<file path="src/rtl/regbank_xchg_pkg.sv">
package regbank_xchg_pkg;

    typedef enum logic [1:0] {
        XK_NONE = 2'd0,
        XK_PAIR = 2'd1,
        XK_ACCF = 2'd2
    } xchg_kind_e;

endpackage

</file>
<file path="src/rtl/xchg_decode.sv">
module xchg_decode
    import regbank_xchg_pkg::*;
#(
    parameter int          OP_W     = 8,
    parameter logic [7:0]  OPC_PAIR = 8'hEB,
    parameter logic [7:0]  OPC_ACCF = 8'h08
) (
    input  logic [OP_W-1:0] op_code,
    output xchg_kind_e      kind
);

    always_comb begin
        if (op_code == OP_W'(OPC_PAIR)) begin
            kind = XK_PAIR;
        end else if (op_code == OP_W'(OPC_ACCF)) begin
            kind = XK_ACCF;
        end else begin
            kind = XK_NONE;
        end
    end

endmodule

</file>
<file path="src/rtl/xchg_tseq.sv">
module xchg_tseq
    import regbank_xchg_pkg::*;
#(
    parameter int T_STATES = 4,
    localparam int TCW     = (T_STATES > 1) ? $clog2(T_STATES) : 1
) (
    input  logic           clk,
    input  logic           rst_n,
    input  logic           start,
    input  xchg_kind_e     start_kind,
    output logic           busy,
    output logic [TCW-1:0] tstate,
    output logic           last,
    output logic           commit_pair,
    output logic           commit_accf
);

    localparam logic [TCW-1:0] T_LAST = TCW'(T_STATES - 1);

    typedef struct packed {
        logic           busy;
        logic [TCW-1:0] tcnt;
        xchg_kind_e     kind;
    } seq_t;

    seq_t seq_d, seq_q;

    always_comb begin
        seq_d = seq_q;
        if (!seq_q.busy) begin
            if (start && (start_kind != XK_NONE)) begin
                seq_d.busy = 1'b1;
                seq_d.tcnt = '0;
                seq_d.kind = start_kind;
            end
        end else if (seq_q.tcnt == T_LAST) begin
            seq_d.busy = 1'b0;
            seq_d.tcnt = '0;
            seq_d.kind = XK_NONE;
        end else begin
            seq_d.tcnt = seq_q.tcnt + TCW'(1);
        end
    end

    always_ff @(posedge clk or negedge rst_n) begin
        if (!rst_n) begin
            seq_q <= '{busy: 1'b0, tcnt: '0, kind: XK_NONE};
        end else begin
            seq_q <= seq_d;
        end
    end

    assign busy        = seq_q.busy;
    assign tstate      = seq_q.tcnt;
    assign last        = seq_q.busy && (seq_q.tcnt == T_LAST);
    assign commit_pair = last && (seq_q.kind == XK_PAIR);
    assign commit_accf = last && (seq_q.kind == XK_ACCF);

endmodule

</file>
<file path="src/rtl/xchg_banks.sv">
module xchg_banks #(
    parameter int DATA_W = 8,
    parameter int PTR_W  = 16,
    parameter int BANKS  = 2
) (
    input  logic              clk,
    input  logic              rst_n,
    input  logic              wr_acc_en,
    input  logic [DATA_W-1:0] wr_acc_data,
    input  logic              wr_flg_en,
    input  logic [DATA_W-1:0] wr_flg_data,
    input  logic              wr_px_en,
    input  logic [PTR_W-1:0]  wr_px_data,
    input  logic              wr_py_en,
    input  logic [PTR_W-1:0]  wr_py_data,
    input  logic              flip_pair,
    input  logic              flip_accf,
    output logic [DATA_W-1:0] acc,
    output logic [DATA_W-1:0] flags,
    output logic [PTR_W-1:0]  ptr_x,
    output logic [PTR_W-1:0]  ptr_y
);

    typedef struct packed {
        logic                         sel_a;
        logic                         sel_p;
        logic [BANKS-1:0][DATA_W-1:0] acc_m;
        logic [BANKS-1:0][DATA_W-1:0] flg_m;
        logic [BANKS-1:0][PTR_W-1:0]  ptr_m;
    } bank_t;

    bank_t bk_d, bk_q;

    // Writes use the mapping in force this cycle; a flip takes effect next cycle.
    always_comb begin
        bk_d = bk_q;
        for (int b = 0; b < BANKS; b++) begin
            if (wr_acc_en && (b[0] == bk_q.sel_a)) bk_d.acc_m[b] = wr_acc_data;
            if (wr_flg_en && (b[0] == bk_q.sel_a)) bk_d.flg_m[b] = wr_flg_data;
            if (wr_px_en  && (b[0] == bk_q.sel_p)) bk_d.ptr_m[b] = wr_px_data;
            if (wr_py_en  && (b[0] != bk_q.sel_p)) bk_d.ptr_m[b] = wr_py_data;
        end
        if (flip_pair) bk_d.sel_p = ~bk_q.sel_p;
        if (flip_accf) bk_d.sel_a = ~bk_q.sel_a;
    end

    always_ff @(posedge clk or negedge rst_n) begin
        if (!rst_n) begin
            bk_q <= '0;
        end else begin
            bk_q <= bk_d;
        end
    end

    assign acc   = bk_q.acc_m[bk_q.sel_a];
    assign flags = bk_q.flg_m[bk_q.sel_a];
    assign ptr_x = bk_q.ptr_m[bk_q.sel_p];
    assign ptr_y = bk_q.ptr_m[~bk_q.sel_p];

endmodule

</file>
<file path="src/rtl/regbank_xchg.sv">
module regbank_xchg
    import regbank_xchg_pkg::*;
#(
    parameter int         DATA_W   = 8,
    parameter int         PTR_W    = 16,
    parameter int         OP_W     = 8,
    parameter int         T_STATES = 4,
    parameter logic [7:0] OPC_PAIR = 8'hEB,
    parameter logic [7:0] OPC_ACCF = 8'h08,
    localparam int        TCW      = (T_STATES > 1) ? $clog2(T_STATES) : 1
) (
    input  logic              clk,
    input  logic              rst_n,
    input  logic              op_valid,
    input  logic [OP_W-1:0]   op_code,
    input  logic              wr_acc_en,
    input  logic [DATA_W-1:0] wr_acc_data,
    input  logic              wr_flg_en,
    input  logic [DATA_W-1:0] wr_flg_data,
    input  logic              wr_px_en,
    input  logic [PTR_W-1:0]  wr_px_data,
    input  logic              wr_py_en,
    input  logic [PTR_W-1:0]  wr_py_data,
    output logic [DATA_W-1:0] acc,
    output logic [DATA_W-1:0] flags,
    output logic [PTR_W-1:0]  ptr_x,
    output logic [PTR_W-1:0]  ptr_y,
    output logic              busy,
    output logic [TCW-1:0]    tstate,
    output logic              xchg_done
);

    xchg_kind_e dec_kind;
    logic       commit_pair;
    logic       commit_accf;

    xchg_decode #(
        .OP_W     (OP_W),
        .OPC_PAIR (OPC_PAIR),
        .OPC_ACCF (OPC_ACCF)
    ) u_dec (
        .op_code (op_code),
        .kind    (dec_kind)
    );

    xchg_tseq #(
        .T_STATES (T_STATES)
    ) u_seq (
        .clk         (clk),
        .rst_n       (rst_n),
        .start       (op_valid),
        .start_kind  (dec_kind),
        .busy        (busy),
        .tstate      (tstate),
        .last        (xchg_done),
        .commit_pair (commit_pair),
        .commit_accf (commit_accf)
    );

    xchg_banks #(
        .DATA_W (DATA_W),
        .PTR_W  (PTR_W)
    ) u_banks (
        .clk         (clk),
        .rst_n       (rst_n),
        .wr_acc_en   (wr_acc_en),
        .wr_acc_data (wr_acc_data),
        .wr_flg_en   (wr_flg_en),
        .wr_flg_data (wr_flg_data),
        .wr_px_en    (wr_px_en),
        .wr_px_data  (wr_px_data),
        .wr_py_en    (wr_py_en),
        .wr_py_data  (wr_py_data),
        .flip_pair   (commit_pair),
        .flip_accf   (commit_accf),
        .acc         (acc),
        .flags       (flags),
        .ptr_x       (ptr_x),
        .ptr_y       (ptr_y)
    );

endmodule

</file>
<file path="config.mk">
export PLATFORM = sky130hd
export DESIGN_NAME = regbank_xchg
export DESIGN_NICKNAME = d
export VERILOG_FILES = /design/src/rtl/regbank_xchg_pkg.sv /design/src/rtl/xchg_decode.sv /design/src/rtl/xchg_tseq.sv /design/src/rtl/xchg_banks.sv /design/src/rtl/regbank_xchg.sv
export SDC_FILE = /design/constraint.sdc
export NUM_CORES = 1
export LEC_CHECK = 0
export BUFFER_PORTS_ARGS = -buffer_cell sky130_fd_sc_hd__buf_2
export CORE_MARGIN = 2
export CORE_UTILIZATION = 51
export DETAILED_ROUTE_END_ITERATION = 16
export PLACE_DENSITY = 0.91
export SETUP_SLACK_MARGIN = 0.05
export SLEW_MARGIN = 20
export SYNTH_ARGS = -nofsm -noshare
export SYNTH_HDL_FRONTEND = slang
export SYNTH_SLANG_ARGS = --single-unit
</file>
<file path="constraint.sdc">
create_clock -name clk -period 1.9 [get_ports clk]
set_clock_uncertainty 0.1 [all_clocks]
set_input_delay 0.285 -clock clk [delete_from_list [all_inputs] [get_ports clk]]
set_output_delay 0.285 -clock clk [all_outputs]
set_load 0.01 [all_outputs]
</file>
==> metrics.md <==
| Metric | Value |
|---|---|
| Final hold slack | `0.0914 ns` |
| Area taken by multi-input logic gates | `between 1500 and 2000 um2` |
| Critical Path, Cell by Cell | `buf_12, mux2_2, buf_2` |
| Routing usage on met1 | `0.262` |
| Yosys reg bits | `71` |
| Total internal power | `between 4 and 5 mW` |
| Post-Layout Inst Area | `around 4700 um2` |
| Max-cap violation count | `0` |
| # port buffers | `114` |
| Routed vias | `about 2800` |
| Overall die area | `~8000 um2` |
| Number of enable flip-flop cells after synthesis | `0` |
| Highest ir drop seen on vdd | `roughly 0.66 mV` |
| Area growth from synthesis to layout | `31.3%` |
| Floorplan die height | `about 90 um` |
| Top cells by area, synth | `dfrtp_1, mux2_2, mux2i_1` |
| Clk Latency, worst-skew pair | `0.33 ns` |
| Clock slew at the register clock pins of the worst setup and hold paths | `0.08 ns` |
| Number of cells on the critical path | `3` |
| Clock tree root driver cell | `clkbuf_8` |
| Num Clock Sinks | `slightly above 70` |
| Number of library cell types mapped by synthesis | `27` |
| Largest incremental delay on the critical path | `0.48 ns` |
| Sequential share of the synthesized area | `0.492` |
| Final RePlAce weighted congestion | `between 0.8 and 0.9` |
| Data arrival time of the critical path | `approximately 1.5 ns` |
| Critical path class | `reg2out` |
| Share of flip-flops with an asynchronous set or reset after synthesis | `1.00` |
| Average instance area after synthesis | `about 12 um2` |
| Final count of pins violating max slew | `0` |
| Required @ worst endpoint | `about 1.5 ns` |
| Count of endpoints failing hold in the final timing report | `0` |
| Hold path depth | `2` |
| DRC violation total after the first TritonRoute iteration | `45` |
| Total global-route track usage | `0.213` |
| Number of warnings printed during yosys synthesis | `0` |
| Static leakage power | `roughly 2.4 nW` |
| Die W | `between 80 and 90 um` |
| Routed wire length per instance | `15.8 um` |
| Most numerous cell types in the synthesized netlist | `mux2_2, dfrtp_1, nand2_1, mux2i_1, o21ai_0` |
| Share of layout cells above drive strength 1 | `0.541` |
| Placeable core region | `between 6000 and 7000 um2` |
| DR vias/cell | `5.25` |
| Met3 routing resource usage after global routing | `0.0471` |
| Top flip-flop cell by instance count after synthesis | `dfrtp_1` |
| Number of rows created at floorplan | `30` |
| Number of cells in the design after placement | `506` |
| Critical path peak fanout | `10` |
| RSZ-0062 raised after global routing | `yes` |
| Buffer and inverter count on the worst path | `2` |
| Count of boundary I/O pins | `between 100 and 150` |
| Startpoint Class | `flop` |
| Most Used Layer, Global Route | `met2` |
| Clock Path Buffers | `2` |
| Number of setup violations in the final report | `0` |
| Worst hold path class | `in2reg` |
| CTS tree | `done` |
| Wire length of the first global-routing pass | `roughly 13 mm` |
| Final critical-path required period | `~1.8 ns` |
| Half-perimeter wire length of the detailed placement result | `a little under 6 mm` |
| Reg power frac | `0.374` |
| Layout Cells excl Fill | `527` |
| Vias in the first global route | `2794` |
| Netlist area before placement | `3610 um2` |
| Cell count after synthesis | `302` |
| Element type at the critical path end | `output port` |
| Headroom to the max-slew limit | `0.722` |
| Share of the cycle needed by the critical path after routing | `0.973` |
| Number of nets in the synthesized netlist | `approximately 370` |
| Router iterations before antenna repair | `4` |
| Count of cells along the worst register-to-register path | `5` |
| FF/Latch Area | `between 1500 and 2000 um2` |
| Share of the synthesized area in the top cell type | `0.492` |
| Antenna violations before repair | `0` |
| Initial standard-cell utilization of the core | `0.529` |
| GR Overflow Total | `0` |
| Most frequent cell after synthesis | `mux2_2` |
| CTS HTree Levels | `3` |
| Worst slack at placement | `0.0247 ns` |
| Antenna cell count | `0` |
| Final WS setup | `a little over 0.05 ns` |
| Part of the total power dissipated in combinational logic | `0.398` |
| Max stage delay cell, worst path | `dfrtp_2` |
| Post-placement cell area | `around 4400 um2` |
| P_sw | `around 2 mW` |
| Met2 track demand over resource in global routing | `0.366` |
| Residual antenna-violating net count after detailed routing | `0` |
| Actual transition at the worst max-transition pin | `about 0.41 ns` |
| Biggest area consumer among synthesized cells | `dfrtp_1` |
| Maximum number of pins on one net before global-route repair | `45` |
| Peak Freq | `between 0.5 and 0.6 GHz` |
| Outcome | `finished, final reports clean` |
| Remaining design rule violation count | `0` |
| Count of fill cells added during filler insertion | `515` |
| Fin nets | `just under 500` |
| Total clock buffers created by CTS | `9` |
| Kind of cell with the highest combined delay on the critical path | `flip-flops` |
| DRT Wirelength | `about 8.3 mm` |
| Share of power burned in the clock network | `0.228` |
| Power Density | `about 1300 nW/um2` |
| Switch share | `0.322` |
[repair_timing]
item | 4_1_cts | 5_1_grt
endpoints found under the hold margin | 27 | 0
setup endpoints to repair | 41 | 48
hold buffers | 1 | 0
buffers inserted | 0 | 1
cloned | 0 | 3
gates resized for setup | 1 | 15
pin swaps | 0 | 0
[kinds of logic after synthesis]
family                     synth area share
buffers and inverters                0.0260
xor gates and xnor gates            0.00485
muxes                                 0.341
and+or+nand+nor                      0.0710
adders and majority gates           0.00346
AOI/OAI and AO/OA                    0.0627
DFF                                   0.492
[metrics by stage]
stage	setup TNS [ns]	util	power (mW)
CTS	0	0.675	6.23
floorplan	0	-	3.86
global route	-0.0870	0.695	6.77
global placement	0	0.637	4.61
detailed placement	0	0.637	4.75
finish	0	0.695	6.36
[cell type report]
class                           count  area share
Clock buffer                        9      0.0261
Tap cell                           96      0.0253
Sequential cell                    71       0.375
Clock inverter                      7      0.0253
Timing Repair Buffer              132       0.176
Multi-Input combinational cell    212       0.372
[registers in the layout, indices dropped and copies added (netlist names)]
name,count
u_banks.bk_q,66
u_seq.busy,1
u_seq.seq_q,2
u_seq.tstate,2
[routing by layer]
layer / up-vias / routed length (um)
met3: 17 / 494
met2: 96 / 4180
met5: - / 0
met1: 1332 / 3490
met4: 0 / 168
li1: 1320 / -
[path summary, 6_finish.rpt]
kind                                     to  slack (ns)             start
setup / recovery                     acc[5]        0.05  u_banks.bk_q[65]
hold / removal             u_banks.bk_q[54]        0.09    wr_acc_data[6]
setup reg to reg            u_banks.bk_q[4]        0.23  u_banks.bk_q[64]
hold reg to reg            u_banks.bk_q[12]        0.41  u_banks.bk_q[12]
max in group asynchronous  u_banks.bk_q[20]        0.80             rst_n
min in group asynchronous  u_banks.bk_q[44]        0.33             rst_n
[power by group through the flow]
stage | sequential [mW] | clock [mW] | combinational [mW]
2_1_floorplan | 2.26 | 0 | 1.60
3_3_place_gp | 2.33 | 0 | 2.28
3_5_place_dp | 2.38 | 0 | 2.36
4_1_cts | 2.36 | 1.48 | 2.38
5_1_grt | 2.45 | 1.55 | 2.77
6_report | 2.38 | 1.45 | 2.53
[layout by cell type, fill, tap and decap left out, types with 2 or more instances in the layout]
cell type	Yosys	layout
a22o_1	2	2
buf_12	0	4
buf_2	6	108
buf_4	4	10
buf_6	0	7
bufinv_16	0	3
clkbuf_16	0	2
clkbuf_8	0	9
dfrtp_1	71	69
dfrtp_2	0	2
mux2_2	80	75
mux2_4	0	5
mux2i_1	33	32
nand2_1	38	38
nand3b_1	2	2
nor2_1	3	3
nor2b_1	5	5
o21ai_0	31	31
o21ai_1	4	4
xnor2_1	2	2
No activity file was read; power rests on OpenSTA's default activity.
